$ cat src/rtl/scroll_pkg.sv
package scroll_pkg;

  localparam int unsigned CX_W = 5;
  localparam int unsigned CY_W = 5;
  localparam int unsigned FY_W = 3;
  localparam int unsigned VADDR_W = FY_W + 2 + CY_W + CX_W;
  localparam logic [CY_W-1:0] CY_LAST_ROW = CY_W'(29);

  typedef struct packed {
    logic [FY_W-1:0] fine_y;
    logic            nt_v;
    logic            nt_h;
    logic [CY_W-1:0] coarse_y;
    logic [CX_W-1:0] coarse_x;
  } vaddr_t;

  function automatic vaddr_t step_x(vaddr_t a);
    vaddr_t r = a;
    if (&a.coarse_x) begin
      r.coarse_x = '0;
      r.nt_h     = ~a.nt_h;
    end else begin
      r.coarse_x = a.coarse_x + CX_W'(1);
    end
    return r;
  endfunction

  function automatic vaddr_t step_y(vaddr_t a);
    vaddr_t r = a;
    if (!(&a.fine_y)) begin
      r.fine_y = a.fine_y + FY_W'(1);
    end else begin
      r.fine_y = '0;
      if (a.coarse_y == CY_LAST_ROW) begin
        r.coarse_y = '0;
        r.nt_v     = ~a.nt_v;
      end else if (&a.coarse_y) begin
        r.coarse_y = '0;
      end else begin
        r.coarse_y = a.coarse_y + CY_W'(1);
      end
    end
    return r;
  endfunction

endpackage

$ cat src/rtl/scroll_dot_decode.sv
module scroll_dot_decode #(
  parameter int unsigned DOT_W          = 9,
  parameter int unsigned LINE_W         = 9,
  parameter int unsigned VISIBLE_LINES  = 240,
  parameter int unsigned PRERENDER_LINE = 261,
  parameter int unsigned TILE_DOTS      = 8,
  parameter int unsigned FETCH_LAST     = 256,
  parameter int unsigned HCOPY_DOT      = 257,
  parameter int unsigned VCOPY_FIRST    = 280,
  parameter int unsigned VCOPY_LAST     = 304,
  parameter int unsigned PREF_FIRST     = 321,
  parameter int unsigned PREF_LAST      = 336
) (
  input  logic              render_en_i,
  input  logic [DOT_W-1:0]  dot_i,
  input  logic [LINE_W-1:0] line_i,
  output logic              inc_x_o,
  output logic              inc_y_o,
  output logic              copy_h_o,
  output logic              copy_v_o
);
  localparam int unsigned TILE_LSB = $clog2(TILE_DOTS);

  logic render_line, pre_line, tile_end, in_fetch, in_pref, active;

  always_comb begin
    pre_line    = line_i == LINE_W'(PRERENDER_LINE);
    render_line = (line_i < LINE_W'(VISIBLE_LINES)) || pre_line;
    active      = render_en_i && render_line;
    tile_end    = dot_i[TILE_LSB-1:0] == '0;
    // last fetch dot advances fine Y only
    in_fetch    = (dot_i != '0) && (dot_i < DOT_W'(FETCH_LAST));
    in_pref     = (dot_i >= DOT_W'(PREF_FIRST)) && (dot_i <= DOT_W'(PREF_LAST));
    inc_x_o     = active && tile_end && (in_fetch || in_pref);
    inc_y_o     = active && (dot_i == DOT_W'(FETCH_LAST));
    copy_h_o    = active && (dot_i == DOT_W'(HCOPY_DOT));
    copy_v_o    = active && pre_line &&
                  (dot_i >= DOT_W'(VCOPY_FIRST)) && (dot_i <= DOT_W'(VCOPY_LAST));
  end
endmodule

$ cat src/rtl/scroll_tmp_reg.sv
module scroll_tmp_reg
  import scroll_pkg::*;
(
  input  logic       clk_i,
  input  logic       rst_ni,
  input  logic       scroll_wr_i,
  input  logic [7:0] scroll_data_i,
  input  logic       base_wr_i,
  input  logic [1:0] base_sel_i,
  output vaddr_t     tmp_o
);
  vaddr_t tmp_q;
  logic   second_q;

  always_ff @(posedge clk_i or negedge rst_ni) begin
    if (!rst_ni) begin
      tmp_q    <= '0;
      second_q <= 1'b0;
    end else begin
      if (scroll_wr_i) begin
        second_q <= ~second_q;
        if (!second_q) begin
          tmp_q.coarse_x <= scroll_data_i[7:3];
        end else begin
          tmp_q.coarse_y <= scroll_data_i[7:3];
          tmp_q.fine_y   <= scroll_data_i[2:0];
        end
      end
      if (base_wr_i) begin
        tmp_q.nt_v <= base_sel_i[1];
        tmp_q.nt_h <= base_sel_i[0];
      end
    end
  end

  assign tmp_o = tmp_q;
endmodule

$ cat src/rtl/scroll_vaddr_upd.sv
module scroll_vaddr_upd
  import scroll_pkg::*;
(
  input  logic   clk_i,
  input  logic   rst_ni,
  input  logic   inc_x_i,
  input  logic   inc_y_i,
  input  logic   copy_h_i,
  input  logic   copy_v_i,
  input  vaddr_t tmp_i,
  output vaddr_t vaddr_o
);
  vaddr_t v_q, v_d;

  always_comb begin
    v_d = v_q;
    if (inc_x_i) v_d = step_x(v_d);
    if (inc_y_i) v_d = step_y(v_d);
    if (copy_h_i) begin
      v_d.nt_h     = tmp_i.nt_h;
      v_d.coarse_x = tmp_i.coarse_x;
    end
    if (copy_v_i) begin
      v_d.fine_y   = tmp_i.fine_y;
      v_d.nt_v     = tmp_i.nt_v;
      v_d.coarse_y = tmp_i.coarse_y;
    end
  end

  always_ff @(posedge clk_i or negedge rst_ni) begin
    if (!rst_ni) v_q <= '0;
    else         v_q <= v_d;
  end

  assign vaddr_o = v_q;
endmodule

$ cat src/rtl/scroll_addr_ctr.sv
module scroll_addr_ctr
  import scroll_pkg::*;
#(
  parameter int unsigned DOT_W          = 9,
  parameter int unsigned LINE_W         = 9,
  parameter int unsigned VISIBLE_LINES  = 240,
  parameter int unsigned PRERENDER_LINE = 261
) (
  input  logic               clk_i,
  input  logic               rst_ni,
  input  logic               render_en_i,
  input  logic [DOT_W-1:0]   dot_i,
  input  logic [LINE_W-1:0]  line_i,
  input  logic               scroll_wr_i,
  input  logic [7:0]         scroll_data_i,
  input  logic               base_wr_i,
  input  logic [1:0]         base_sel_i,
  output logic [VADDR_W-1:0] vaddr_o
);
  vaddr_t tmp_q, v_q;
  logic   inc_x, inc_y, copy_h, copy_v;

  scroll_dot_decode #(
    .DOT_W(DOT_W), .LINE_W(LINE_W),
    .VISIBLE_LINES(VISIBLE_LINES), .PRERENDER_LINE(PRERENDER_LINE)
  ) u_dec (
    .render_en_i(render_en_i), .dot_i(dot_i), .line_i(line_i),
    .inc_x_o(inc_x), .inc_y_o(inc_y), .copy_h_o(copy_h), .copy_v_o(copy_v)
  );

  scroll_tmp_reg u_tmp (
    .clk_i(clk_i), .rst_ni(rst_ni),
    .scroll_wr_i(scroll_wr_i), .scroll_data_i(scroll_data_i),
    .base_wr_i(base_wr_i), .base_sel_i(base_sel_i),
    .tmp_o(tmp_q)
  );

  scroll_vaddr_upd u_upd (
    .clk_i(clk_i), .rst_ni(rst_ni),
    .inc_x_i(inc_x), .inc_y_i(inc_y), .copy_h_i(copy_h), .copy_v_i(copy_v),
    .tmp_i(tmp_q), .vaddr_o(v_q)
  );

  assign vaddr_o = v_q;
endmodule

$ cat config.mk
export PLATFORM = sky130hd
export DESIGN_NAME = scroll_addr_ctr
export DESIGN_NICKNAME = d
export VERILOG_FILES = /design/src/rtl/scroll_pkg.sv /design/src/rtl/scroll_dot_decode.sv /design/src/rtl/scroll_tmp_reg.sv /design/src/rtl/scroll_vaddr_upd.sv /design/src/rtl/scroll_addr_ctr.sv
export SDC_FILE = /design/constraint.sdc
export NUM_CORES = 1
export LEC_CHECK = 0
export BUFFER_PORTS_ARGS = -buffer_cell sky130_fd_sc_hd__buf_2
export CORE_MARGIN = 10
export CORE_UTILIZATION = 49
export CTS_BUF_LIST = sky130_fd_sc_hd__clkbuf_8
export DETAILED_ROUTE_END_ITERATION = 8
export PLACE_DENSITY_LB_ADDON = 0.15
export SETUP_SLACK_MARGIN = 0.05
export SYNTH_ARGS = -nofsm -noshare
export SYNTH_HDL_FRONTEND = slang
export SYNTH_SLANG_ARGS = --single-unit
$ cat constraint.sdc
create_clock -name clk_i -period 1.8 [get_ports clk_i]
set_clock_uncertainty 0.2 [all_clocks]
set_input_delay 0.45 -clock clk_i [delete_from_list [all_inputs] [get_ports clk_i]]
set_output_delay 0.45 -clock clk_i [all_outputs]
set_load 0.02 [all_outputs]
=== Word level (Yosys, flattened, before mapping) ===
Cells that the tools add are included.

* Latch bits: 0
* Input port bits: 33
* Flip-flop bits (word level): 31
* Bits in writable memories: 0
* ROM bits: 0
* Memories: 0
* Word-level logic and storage cells: 60

* Bitwise operators: 3
* Reduce and logical (&&, ||, !) cells: 19
* Equality and inequality tests: 4
* Add/subtract/negate cells: 3
* Order comparisons: 6
* Muxes and demuxes: 14
* Shift operators: 0
* Multiply operators: 0
* Div/mod/pow operators: 0

{| class="wikitable"
|+ Operator list
! cell !! count
|-
| 2-to-1 mux 5 bit || 6
|-
| equality test 9 bit (second input constant) || 3
|-
| >= comparator 9 bit (second input constant) || 2
|-
| <= comparator 9 bit (second input constant) || 2
|-
| 2-to-1 mux 15 bit || 1
|-
| 2-to-1 mux 11 bit || 1
|-
| adder 5 x 1 -> 5 bit (second input constant) || 2
|-
| logical AND 1 bit || 10
|-
| AND reduction 5 bit || 2
|-
| less-than comparator 9 x 8 -> 1 bit (second input constant) || 1
|-
| less-than comparator 9 bit (second input constant) || 1
|-
| nonzero test 9 bit || 1
|-
| equality test 5 bit (second input constant) || 1
|-
| 2-to-1 mux 1 bit || 4
|-
| 2-to-1 mux 4 bit || 1
|-
| AND reduction 2 bit || 2
|-
| adder 3 x 1 -> 3 bit (second input constant) || 1
|-
| logical NOT 3 bit || 1
|-
| 2-to-1 mux 3 bit || 1
|-
| NOT 1 bit || 3
|-
| AND reduction 3 bit || 1
|-
| logical OR 1 bit || 2
|}

=== Logic depth before layout (Yosys ltp) ===
* Depth in word-level cells: 12
* Gate-level depth with buffers: 7
* Depth with buffers taken out: 7

=== By module ===
From an unflattened synthesis, not the netlist that was laid out.

* Cells, all modules: 152
* Area total of the unflattened synthesis: 1,674.1 µm²

{| class="wikitable"
|+ By module, submodules not included
! module !! area an instance (µm²) !! times used !! cells an instance
|-
| scroll_vaddr_upd || 928.4 || 1 || 96
|-
| scroll_tmp_reg || 603.1 || 1 || 34
|-
| scroll_dot_decode || 142.6 || 1 || 22
|}

=== Worst setup path before layout ===
OpenSTA, ideal clock, no wires.

* Path kind: input port to flip-flop
* Start: input dot_i[3]
* End: register u_upd.vaddr_o[0] (netlist name)
* Data arrival time: 1.865 ns
* Stages: 5
* Required time: 1.518 ns
* Path slack: -0.347 ns
* Library setup time: 0.082 ns
* Cell sequence: nor4_4 > xor2_1 > o21a_1 > or4_1 > a31oi_1

* Cells in the longest elaborated chain, start to end: 7
* Elaborated cells between the ends (all ways): 13

{| class="wikitable"
|+ Ends and longest elaborated chain
! element !! RTL line !! source
|-
| from (decl) || scroll_addr_ctr.sv:12 || <nowiki>input logic [DOT_W-1:0] dot_i,</nowiki>
|-
| less-than comparator 9 bit (tied with other cells) || scroll_dot_decode.sv:32 || <nowiki>in_fetch = (dot_i != '0) && (dot_i < DOT_W'(FETCH_LAST));</nowiki>
|-
| logical AND 1 bit (on tied branches) || scroll_dot_decode.sv:32, scroll_dot_decode.sv:33 ||
|-
| logical OR 1 bit || scroll_dot_decode.sv:34 || <nowiki>inc_x_o = active && tile_end && (in_fetch || in_pref);</nowiki>
|-
| logical AND 1 bit || scroll_dot_decode.sv:34 ||
|-
| 2-to-1 mux 11 bit || scroll_vaddr_upd.sv:17 || <nowiki>if (inc_x_i) v_d = step_x(v_d);</nowiki>
|-
| 2-to-1 mux 15 bit || scroll_vaddr_upd.sv:18 || <nowiki>if (inc_y_i) v_d = step_y(v_d);</nowiki>
|-
| 2-to-1 mux 5 bit * || scroll_vaddr_upd.sv:19 || <nowiki>if (copy_h_i) begin</nowiki>
|}

Every way passes the cells marked *; elsewhere a longest branch is shown, timed or not.
A chain may end at the register's enable or synchronous reset.

=== Final worst setup path ===
* Start: input dot_i[1]
* End: register u_upd.vaddr_o[3] (netlist name)

* Cells in the longest elaborated chain, start to end: 7
* Elaborated cells between the ends (all ways): 15

{| class="wikitable"
|+ Ends and longest elaborated chain
! element !! RTL line
|-
| less-than comparator 9 bit (tied with other cells) || scroll_dot_decode.sv:32
|-
| logical AND 1 bit (on tied branches) || scroll_dot_decode.sv:32, scroll_dot_decode.sv:33
|-
| logical OR 1 bit || scroll_dot_decode.sv:34
|-
| logical AND 1 bit || scroll_dot_decode.sv:34
|-
| 2-to-1 mux 11 bit || scroll_vaddr_upd.sv:17
|-
| 2-to-1 mux 15 bit || scroll_vaddr_upd.sv:18
|-
| 2-to-1 mux 5 bit * || scroll_vaddr_upd.sv:19
|}

Marks and branches as above.

==> qor.yml <==
run_status:
  run_status: "complete, but fails checks"
  violations: "setup timing"
floorplanning:
  placementRows: 22
  io_pins: 48
  die_w_um: 81.02
  core-area_mm2: 0.003633
  die_area_mm2: 0.006563
  start_util: 0.5021
  die_height_um: 81.02
drt:
  viasPerCell: 5.819
  wl_per_cell_um: 19.25
  wl_um: 6180
  firstDrtPassIters: 4
  drt_iter0_markers: 121
  ant_nets: 0
  drc_errors: 0
  vias: 1868
yosys:
  synth_mux_area_frac: 0.1385
  synth_area_leaders: "dfrtp_1, mux2_2, ha_1"
  ys_types: 42
  synthCells: 173
  yosys.area_share.simple: 0.2202
  synth_fp_nets: 213
  synth_top_family_by_area: "simple AND/OR/NAND/NOR gates"
  yosys_warnings: 0
  syn_area_per_cell_um2: 10.54
  synth-xor-area-share: 0.009602
  synth_compound_area_frac: 0.1502
  synth_fa_ha_area_frac: 0.04801
  synth_seq_cells: 31
  synth_top_area_frac: 0.4252
  ys.flop_type: "dfrtp_1"
  synthArstFlopShare: 1.000
  synth_most_common_cell: "dfrtp_1"
  syn_area_mm2: 0.001824
  synth.largest_area_cell: "dfrtp_1"
  synth_commonest_cells: "dfrtp_1, nor2_1, mux2_2, nand2_1, o21ai_0"
  synth_edf_count: 0
  yosysSeqAreaShare: 0.4252
sta:
  fin_crit_ns: 1.972
  setup_slack_ns: -0.1717
  rsz0062_at_grt: "true"
  worst_pin_slew_ns: 0.3921
  whs_ns: 0.1618
  fin_tns_setup_ns: -1.085
  finalSetupViolCount: 12
  slew_viol_final: 0
  fmax_mhz: 507.2
  fin_crit_sh: 1.095
  max_slew_margin: 0.7380
  hold_violations: 0
power_and_ir_drop:
  combPwrFrac: 0.245
  intPower_uw: 1520
  sw_frac_of_total: 0.2970
  leakagePower_uw: 0.001308
  p_clk_frac: 0.291
  power.total_uw: 2163
  vdd_drop_max_v: 0.0007946
  p_per_area_mw_per_mm2: 750.6
  seq_power_share: 0.465
  power.switching_uw: 642.5
worst_setup_path:
  worst-path-max-fanout: 4
  worstSetupPathType: "in -> reg"
  r2r-start: "u_upd.vaddr_o[1]"
  cp_num_buf_inv: 4
  cp_slowest_stage_delay_ns: 0.30
  cp_data_required_time_ns: 1.77
  cp-startpoint: "dot_i[1]"
  crit_family: "compound AO/OA/AOI/OAI gates"
  worst_path_max_delay_cell: "nor4_4"
  crit_path_end_kind: "flop"
  crit_path_frequent_cell: "buf_4"
  path_cells: "buf_8 -> nor4_4 -> buf_4 -> xor2_4 -> o21a_4 -> buf_4 -> buf_6 -> o31ai_4 -> a31oi_1"
  crit_path_start_kind: "primary input"
  cp.arrival_ns: 1.94
cts:
  clock-root-buffer: "clkbuf_8"
  numCtsBuffers: 5
  cts_tree: "yes"
  cts_sinks: 31
  htree_levels: 2
  clk_latency_ns: 0.29
  clk_path_buf_depth: 2
  clk_pin_slew_worst_paths_ns: 0.07
cells_and_area:
  post-route-util: 0.7930
  drive_above_1_share: 0.5788
  final_area_mm2: 0.002882
  fill_cells: 241
  fin_nets: 312
  n_antenna_cell: 0
  syn_to_final_growth_pct: 57.96
global_routing:
  grt_pass1_vias: 2020
  grt_use_total: 0.1911
  grt_antenna_before_repair: 0
  grt_max_degree: 32
  overflow: 0
  grt_pass1_wl_um: 9846
place:
  port_buffers: 47
  gp_congestion: 0.9344
  dp_hpwl_um: 4303
  place_area_mm2: 0.002435
flow_run:
  maxCapViolCount: 0
worst_hold_path:
  min_path_type: "in -> reg"
  hp-start: "scroll_wr_i"
## metal layers
layer  track usage  wire (um)
met5             0          0
met4       0.08478        125
met3       0.05408        398
met2        0.3209       3192
met1        0.2224       2464
## state kept, by name, summed over array words and instances, names as in the netlist
register,count
u_tmp.second_q,1
u_upd.vaddr_o,15
u_tmp.tmp_o,15
## power groups by stage
stage                     Combinational [uW]  Clock [uW]  Sequential [uW]
after global placement                   455           0              994
after global routing                     580         676             1020
after detailed placement                 480           0             1010
final                                    529         629             1010
after CTS                                512         641              995
after floorplan                          263           0              992
## cells by family after synthesis
family                     count (synthesis)
AOI/OAI and AO/OA                         38
xor gates and xnor gates                   2
adders and majority gates                  7
buffers and inverters                      4
DFF                                       31
muxes                                     23
and+or+nand+nor                           68
## cell usage in the layout (no fill, tap or decap), drive strengths merged, types with 2 or more instances in the layout
| master | n |
|---|---|
| a21boi | 2 |
| a31oi | 7 |
| inv | 3 |
| or4 | 2 |
| nor2b | 2 |
| nand3 | 8 |
| a21oi | 5 |
| buf | 92 |
| mux2i | 5 |
| xor2 | 2 |
| nand2 | 10 |
| nor2 | 20 |
| ha | 7 |
| nor3 | 5 |
| clkbuf | 7 |
| dfrtp | 31 |
| mux2 | 18 |
| and3 | 6 |
| o2bb2ai | 2 |
| o31ai | 4 |
| o21ai | 9 |
| nand4 | 6 |
| nor4 | 4 |
## layout make-up
type	count	area, um^2	share of cell area
Sequential cell	31	777.0	0.2696
Clock inverter	1	7.507	0.002605
Multi-Input combinational cell	138	1271	0.4412
Tap cell	48	60.06	0.02084
Clock buffer	7	96.34	0.03343
Timing Repair Buffer	93	658.1	0.2284
Inverter	3	11.26	0.003908
## metrics by stage
| step | cells | worst slack (ns) |
|---|---|---|
| floorplan | 173 | -0.3257 |
| global placement | 306 | -0.4185 |
| detailed placement | 306 | -0.5203 |
| CTS | 321 | -0.1378 |
| global route | 321 | -0.2232 |
| finish | 321 | -0.1717 |
## worst paths after layout
path | end | slack, ns | depth (start not counted)
min reg2reg | u_tmp.second_q | 0.29 | 1
max | u_upd.vaddr_o[3] | -0.17 | 9
max in group asynchronous | u_upd.vaddr_o[12] | 0.58 | 3
min | u_tmp.second_q | 0.16 | 2
max reg2reg | u_upd.vaddr_o[0] | -0.08 | 5
min in group asynchronous | u_tmp.tmp_o[14] | 0.51 | 3
## timing repair
action | in CTS | in global routing
hold endpoints to repair | 31 | 0
endpoints found under the setup margin | 15 | 15
pin swaps | 23 | 16
resized for setup | 41 | 25
setup buffers | 6 | 1
hold buffers | 1 | 0
Power figures use the tool's default switching activity.
